$ cat src/rtl/pg_pkg.sv
package pg_pkg;

    typedef enum logic [1:0] {
        PG_IDLE  = 2'd0,
        PG_SYNC  = 2'd1,
        PG_DELIM = 2'd2
    } pg_state_e;

    function automatic int max_i(input int a, input int b);
        return (a > b) ? a : b;
    endfunction

endpackage

$ cat src/rtl/pg_start_detect.sv
module pg_start_detect (
    input  logic clk,
    input  logic rst,
    input  logic req_n,
    output logic start_evt,
    output logic withdraw
);
    logic req_n_q;

    always_ff @(posedge clk) begin
        if (rst) req_n_q <= 1'b1;
        else     req_n_q <= req_n;
    end

    assign start_evt = req_n_q & ~req_n;
    assign withdraw  = req_n;
endmodule

$ cat src/rtl/pg_down_count.sv
module pg_down_count #(
    parameter int W = 5
) (
    input  logic         clk,
    input  logic         rst,
    input  logic         load,
    input  logic [W-1:0] load_val,
    input  logic         step,
    output logic [W-1:0] value,
    output logic         at_zero
);
    always_ff @(posedge clk) begin
        if (rst)       value <= '0;
        else if (load) value <= load_val;
        else if (step) value <= value - 1'b1;
    end

    assign at_zero = (value == '0);

    AST_NO_UNDERFLOW: assert property (@(posedge clk) disable iff (rst)
        (step && !load) |-> !at_zero);
endmodule

$ cat src/rtl/pg_bit_pick.sv
module pg_bit_pick #(
    parameter int W     = 8,
    parameter int SEL_W = $clog2(W)
) (
    input  logic [W-1:0]     pattern,
    input  logic [SEL_W-1:0] sel,
    output logic             bit_o
);
    assign bit_o = pattern[sel];
endmodule

$ cat src/rtl/preamble_gen.sv
module preamble_gen
    import pg_pkg::*;
#(
    parameter int SYNC_W      = 8,
    parameter int DELIM_W     = 32,
    parameter int COUNT_W     = 8,
    parameter int SYNC_SEL_W  = $clog2(SYNC_W),
    parameter int DELIM_SEL_W = $clog2(DELIM_W)
) (
    input  logic                   clk,
    input  logic                   rst,
    input  logic                   tx_start_n,
    input  logic                   bit_en,
    input  logic [SYNC_W-1:0]      sync_pattern,
    input  logic [SYNC_SEL_W-1:0]  sync_len_code,
    input  logic [COUNT_W-1:0]     sync_count,
    input  logic [DELIM_W-1:0]     delim_pattern,
    input  logic [DELIM_SEL_W-1:0] delim_len_code,
    output logic                   ser_out,
    output logic                   busy,
    output logic                   preamble_done
);
    localparam int IDX_W = max_i(SYNC_SEL_W, DELIM_SEL_W);

    pg_state_e          st, st_n;
    logic               start_evt, withdraw;
    logic               idx_load, idx_step, idx_zero;
    logic [IDX_W-1:0]   idx_val, idx;
    logic               rep_load, rep_step, rep_zero;
    logic [COUNT_W-1:0] rep_left;
    logic               done_n;
    logic               sync_bit, delim_bit;
    logic [IDX_W-1:0]   sync_top, delim_top;

    // The top index of a field with code n is n: a code n >= 1 means n+1 bits,
    // and code 0 means a single bit at index 0.
    assign sync_top  = IDX_W'(sync_len_code);
    assign delim_top = IDX_W'(delim_len_code);

    pg_start_detect u_start (
        .clk(clk), .rst(rst), .req_n(tx_start_n),
        .start_evt(start_evt), .withdraw(withdraw)
    );

    pg_down_count #(.W(IDX_W)) u_bit_idx (
        .clk(clk), .rst(rst), .load(idx_load), .load_val(idx_val),
        .step(idx_step), .value(idx), .at_zero(idx_zero)
    );

    pg_down_count #(.W(COUNT_W)) u_rep (
        .clk(clk), .rst(rst), .load(rep_load), .load_val(sync_count),
        .step(rep_step), .value(rep_left), .at_zero(rep_zero)
    );

    pg_bit_pick #(.W(SYNC_W)) u_sync_pick (
        .pattern(sync_pattern), .sel(idx[SYNC_SEL_W-1:0]), .bit_o(sync_bit)
    );

    pg_bit_pick #(.W(DELIM_W)) u_delim_pick (
        .pattern(delim_pattern), .sel(idx[DELIM_SEL_W-1:0]), .bit_o(delim_bit)
    );

    always_comb begin
        st_n     = st;
        idx_load = 1'b0;
        idx_val  = '0;
        idx_step = 1'b0;
        rep_load = 1'b0;
        rep_step = 1'b0;
        done_n   = 1'b0;
        unique case (st)
            PG_IDLE: begin
                if (start_evt) begin
                    idx_load = 1'b1;
                    if (sync_count != '0) begin
                        st_n     = PG_SYNC;
                        idx_val  = sync_top;
                        rep_load = 1'b1;
                    end else begin
                        st_n    = PG_DELIM;
                        idx_val = delim_top;
                    end
                end
            end
            PG_SYNC: begin
                if (withdraw) begin
                    st_n = PG_IDLE;
                end else if (bit_en) begin
                    if (!idx_zero) begin
                        idx_step = 1'b1;
                    end else if (rep_left == COUNT_W'(1)) begin
                        st_n     = PG_DELIM;
                        idx_load = 1'b1;
                        idx_val  = delim_top;
                    end else begin
                        rep_step = 1'b1;
                        idx_load = 1'b1;
                        idx_val  = sync_top;
                    end
                end
            end
            PG_DELIM: begin
                if (withdraw) begin
                    st_n = PG_IDLE;
                end else if (bit_en) begin
                    if (!idx_zero) begin
                        idx_step = 1'b1;
                    end else begin
                        st_n   = PG_IDLE;
                        done_n = 1'b1;
                    end
                end
            end
            default: st_n = PG_IDLE;
        endcase
    end

    always_ff @(posedge clk) begin
        if (rst) begin
            st            <= PG_IDLE;
            preamble_done <= 1'b0;
        end else begin
            st            <= st_n;
            preamble_done <= done_n;
        end
    end

    always_comb begin
        unique case (st)
            PG_SYNC:  ser_out = sync_bit;
            PG_DELIM: ser_out = delim_bit;
            default:  ser_out = 1'b0;
        endcase
    end

    assign busy = (st != PG_IDLE);

    AST_DONE_SINGLE: assert property (@(posedge clk) disable iff (rst)
        preamble_done |=> !preamble_done);
    AST_DONE_ENDS_BUSY: assert property (@(posedge clk) disable iff (rst)
        preamble_done |-> (!busy && $past(busy)));
    AST_WITHDRAW_IDLE: assert property (@(posedge clk) disable iff (rst)
        (busy && tx_start_n) |=> (!busy && !preamble_done && !ser_out));
    AST_HOLD_BIT: assert property (@(posedge clk) disable iff (rst)
        (busy && !bit_en && !tx_start_n) |=> (busy && $stable(ser_out)));
    AST_START_BUSY: assert property (@(posedge clk) disable iff (rst)
        (!busy && start_evt) |=> busy);
    AST_REP_NONZERO: assert property (@(posedge clk) disable iff (rst)
        (st == PG_SYNC) |-> !rep_zero);
endmodule

$ cat config.mk
export PLATFORM = sky130hd
export DESIGN_NAME = preamble_gen
export DESIGN_NICKNAME = d
export VERILOG_FILES = /design/src/rtl/pg_pkg.sv /design/src/rtl/pg_start_detect.sv /design/src/rtl/pg_down_count.sv /design/src/rtl/pg_bit_pick.sv /design/src/rtl/preamble_gen.sv
export SDC_FILE = /design/constraint.sdc
export NUM_CORES = 1
export LEC_CHECK = 0
export BUFFER_PORTS_ARGS = -buffer_cell sky130_fd_sc_hd__buf_2
export CORE_AREA = 3 3 85 67
export CTS_CLUSTER_SIZE = 40
export DETAILED_ROUTE_END_ITERATION = 7
export DIE_AREA = 0 0 88 70
export GPL_ROUTABILITY_DRIVEN = 0
export PLACE_DENSITY_LB_ADDON = 0.15
export SLEW_MARGIN = 20
export SYNTH_ARGS = -nofsm -noshare
export SYNTH_HDL_FRONTEND = slang
export SYNTH_SLANG_ARGS = --single-unit
$ cat constraint.sdc
create_clock -name clk -period 2.6 [get_ports clk]
set_input_delay 0 -clock clk [delete_from_list [all_inputs] [get_ports clk]]
set_output_delay 0 -clock clk [all_outputs]
set_load 0.05 [all_outputs]
==> results.py <==
metrics = {
    "outcome": {
        "run_status": "finished clean",
    },
    "routing": {
        "route.detailed.wl_per_inst_um": 14.5,
        "starting_drc_count_in_detailed_routing": 58,
        "first_pass_iters": 4,
        "antenna_violating_nets_post_route": 0,
        "count_of_unresolved_drc_violations_after_routing": 0,
        "finalWirelength_mm": 4.10,
        "route.vias.total": 1455,
        "viasPerCell": 5.16,
    },
    "global_route": {
        "grt_pass1_vias": 1390,
        "globalRoute.totalOverflow": 0,
        "grt_usage_pct": 13.3,
        "antenna_violations_before_repair": 0,
        "grt_pass1_wl_mm": 6.53,
        "grt_max_degree": 19,
    },
    "layout": {
        "layout-area-overhead-vs-synth_pct": 29.5,
        "antenna_cells_inserted": 0,
        "n_fill_cell": 503,
        "sequential_cell_area_um2": 340,
        "multi_input_comb_area_um2": 1010,
        "design.final.nets": 290,
        "layout-drive-gt1-share_pct": 38.3,
        "final_cell_count_no_fill": 282,
    },
    "setup_path": {
        "critical_path.max_fanout": 11,
        "worstSetupEndpointType": "flop",
        "timing.critical_path.from_type": "flop",
        "worst-setup-path-type": "reg2reg",
        "minimum_setup_slack_among_reg_to_reg_paths_ps": 240,
        "crit_required_ps": 2760,
        "worstReg2RegStart": "u_rep.value[3]",
        "worstPathArrival_ps": 2520,
        "worstSetupStartpoint": "u_rep.value[3]",
    },
    "clock_network": {
        "cts-root-to-sink-buffers": 2,
        "cts_inserted_buffers": 3,
        "clkSlewWorstSetupHoldPaths_ps": 70,
        "clock_latency_ps": 260,
        "cts_tree": "built",
        "post-cts-setup-buffers": 0,
        "clock_tree.root_cell": "sky130_fd_sc_hd__clkbuf_8",
        "cts_hold_repair.buffers": 1,
        "cts.repair.resized": 0,
        "clock_sinks": 17,
        "cts_htree_levels": 1,
    },
    "floorplan": {
        "start_util_pct": 29.7,
        "die-height_um": 70,
        "dieWidth_um": 88,
        "fp.dieArea_um2": 6160,
        "core_um2": 4870,
        "placementRows": 22,
        "floorplan.io_pins": 63,
    },
    "sta": {
        "timing.final.crit_share_pct": 90.8,
        "number_of_failing_setup_endpoints_in_the_final_timing_report": 0,
        "final_min_period_ps": 2360,
        "hold_violations": 0,
        "setup-tns-final_ps": 0,
        "tightest_slew_ps": 675,
        "max_freq_mhz": 424,
        "worst_clock_skew_ps": 2.11,
        "maxSlewViolCount": 0,
        "rel_slew_slack_pct": 55.0,
        "rsz0062_at_grt": "false",
    },
    "power_and_ir_drop": {
        "vdd_ir_drop_max_mv": 0.216,
        "p_leak_nw": 0.770,
        "power-per-cell-area_nw_per_um2": 485,
    },
    "logic_synthesis": {
        "synth-edff-count": 0,
        "postSynthNetCount": 226,
        "synth.yosys.seq_area_share_pct": 23.5,
        "ys.warnings.count": 0,
        "ys.flop_type": "sky130_fd_sc_hd__dfxtp_1",
        "netlist-cell-type-count": 41,
        "postSynthAreaPerCell_um2": 9.10,
        "synth-seq-cells": 17,
        "post_synth_inst_count": 159,
        "syn-cell-area_um2": 1450,
        "post_synth_arst_share_pct": 0,
    },
    "placement": {
        "place.detailed.instances": 277,
        "post_dp_hpwl_mm": 3.34,
        "port-buffer-count": 62,
    },
    "worst_hold_path": {
        "min_path_type": "in2reg",
        "hold_path_startpoint": "tx_start_n",
    },
    "run": {
        "max_cap_violations": 0,
    },
}
==> per-layer routing <==
layer | global-route usage, % | share of wire, % | wire length (um)
met5 | 0 | 0 | 0
met4 | 1.53 | 0.41 | 17
met3 | 3.42 | 7.1 | 290
met2 | 18.2 | 42 | 1720
met1 | 21.2 | 51 | 2070
==> power by group <==
| group | total (mW) | internal [mW] | switching (mW) |
|---|---|---|---|
| Sequential | 0.313 | 0.288 | 0.0249 |
| Clock | 0.207 | 0.109 | 0.0976 |
| Combinational | 0.388 | 0.194 | 0.195 |
==> final timing paths <==
kind	end	depth (start not counted)
worst min register to register	st[1]	2
worst max register to register	u_bit_idx.value[1]	5
worst min-delay path	u_start.req_n_q	2
worst max-delay path	u_bit_idx.value[1]	5
==> critical path, cell delays in order, from the launching register on <==
cell and delay, ps:
sky130_fd_sc_hd__dfxtp_1 350, sky130_fd_sc_hd__or4_1 550, sky130_fd_sc_hd__or4b_4 630, sky130_fd_sc_hd__o32ai_4 330, sky130_fd_sc_hd__a221oi_1 150, sky130_fd_sc_hd__a221oi_1 270
==> state kept, by name, summed over array words and instances (netlist names) <==
signal,cells
u_rep.value,8
u_bit_idx.value,5
u_start.req_n_q,1
st,2
preamble_done,1
==> area by class of cell <==
cell class | count | area share (%)
clock buffers | 4 | 2.40
inverters | 11 | 2.20
multi-input cells | 122 | 54.1
flip-flops and latches | 17 | 18.2
well taps | 60 | 4.01
repair buffers | 68 | 19.1
==> placed cells by master (no fill, tap or decap), types with 3 or more instances in the layout <==
cell type / n
sky130_fd_sc_hd__nor3_1: 5
sky130_fd_sc_hd__xor2_1: 7
sky130_fd_sc_hd__mux4_2: 10
sky130_fd_sc_hd__a21oi_1: 5
sky130_fd_sc_hd__mux2i_1: 3
sky130_fd_sc_hd__nand2b_1: 4
sky130_fd_sc_hd__clkbuf_8: 3
sky130_fd_sc_hd__nand3_1: 5
sky130_fd_sc_hd__inv_1: 11
sky130_fd_sc_hd__a211oi_1: 6
sky130_fd_sc_hd__buf_2: 62
sky130_fd_sc_hd__o21ai_0: 4
sky130_fd_sc_hd__nor4_1: 3
sky130_fd_sc_hd__buf_4: 5
sky130_fd_sc_hd__nand2_1: 8
sky130_fd_sc_hd__ha_1: 7
sky130_fd_sc_hd__dfxtp_1: 17
sky130_fd_sc_hd__nor2_1: 14
sky130_fd_sc_hd__nor2b_1: 5
sky130_fd_sc_hd__nand4_1: 5
sky130_fd_sc_hd__a221oi_1: 7
==> metrics by stage <==
| stage | cell area, um^2 | util, % | worst slack, ps | power (mW) | hold WS (ps) |
|---|---|---|---|---|---|
| floorplan | 1450 | - | 167 | 0.591 | 120 |
| finish | 1870 | 38.4 | 239 | 0.908 | 32.7 |
| detailed placement | 1820 | 37.3 | 258 | 0.707 | 264 |
| CTS | 1870 | 38.4 | 240 | 0.916 | 21.5 |
| global placement | 1820 | 37.3 | 277 | 0.706 | 267 |
| global route | 1870 | 38.4 | 163 | 0.970 | 44.6 |
==> cells by family (layout without fill, tap and decap cells) <==
| group | after synthesis | count (layout) | share of synthesized area, % |
|---|---|---|---|
| adder cells (fa/ha/maj) | 7 | 7 | 6.06 |
| multiplexers | 14 | 14 | 18.4 |
| flip-flops | 17 | 17 | 23.5 |
| buffers and inverters | 20 | 83 | 6.40 |
| AO/OA/AOI/OAI | 32 | 32 | 17.6 |
| XOR/XNOR | 9 | 9 | 5.45 |
| AND/OR/NAND/NOR | 60 | 60 | 22.5 |
==> cells in the mapped netlist, types with 2 or more instances <==
cell type / count / area [um^2]
sky130_fd_sc_hd__nor2_1: 14 / 52.6
sky130_fd_sc_hd__buf_6: 2 / 22.5
sky130_fd_sc_hd__mux4_2: 10 / 225
sky130_fd_sc_hd__a211oi_1: 6 / 45.0
sky130_fd_sc_hd__dfxtp_1: 17 / 340
sky130_fd_sc_hd__o21ai_0: 4 / 20.0
sky130_fd_sc_hd__a21oi_1: 5 / 25.0
sky130_fd_sc_hd__nor2b_1: 5 / 31.3
sky130_fd_sc_hd__nand2_1: 8 / 30.0
sky130_fd_sc_hd__o211ai_1: 2 / 15.0
sky130_fd_sc_hd__clkbuf_1: 4 / 15.0
sky130_fd_sc_hd__xor2_1: 7 / 61.3
sky130_fd_sc_hd__nor3_1: 5 / 25.0
sky130_fd_sc_hd__inv_1: 11 / 41.3
sky130_fd_sc_hd__nand4b_1: 2 / 17.5
sky130_fd_sc_hd__a221oi_1: 7 / 61.3
sky130_fd_sc_hd__ha_1: 7 / 87.6
sky130_fd_sc_hd__nand4_1: 5 / 31.3
sky130_fd_sc_hd__xnor2_1: 2 / 17.5
sky130_fd_sc_hd__nor4_1: 3 / 18.8
sky130_fd_sc_hd__buf_2: 2 / 10.0
sky130_fd_sc_hd__nand3_1: 5 / 25.0
sky130_fd_sc_hd__nand2b_1: 4 / 25.0
sky130_fd_sc_hd__or2_2: 2 / 12.5
sky130_fd_sc_hd__a311oi_1: 2 / 17.5
sky130_fd_sc_hd__mux2i_1: 3 / 30.0
Note: power is estimated with default switching activity, not from simulation.
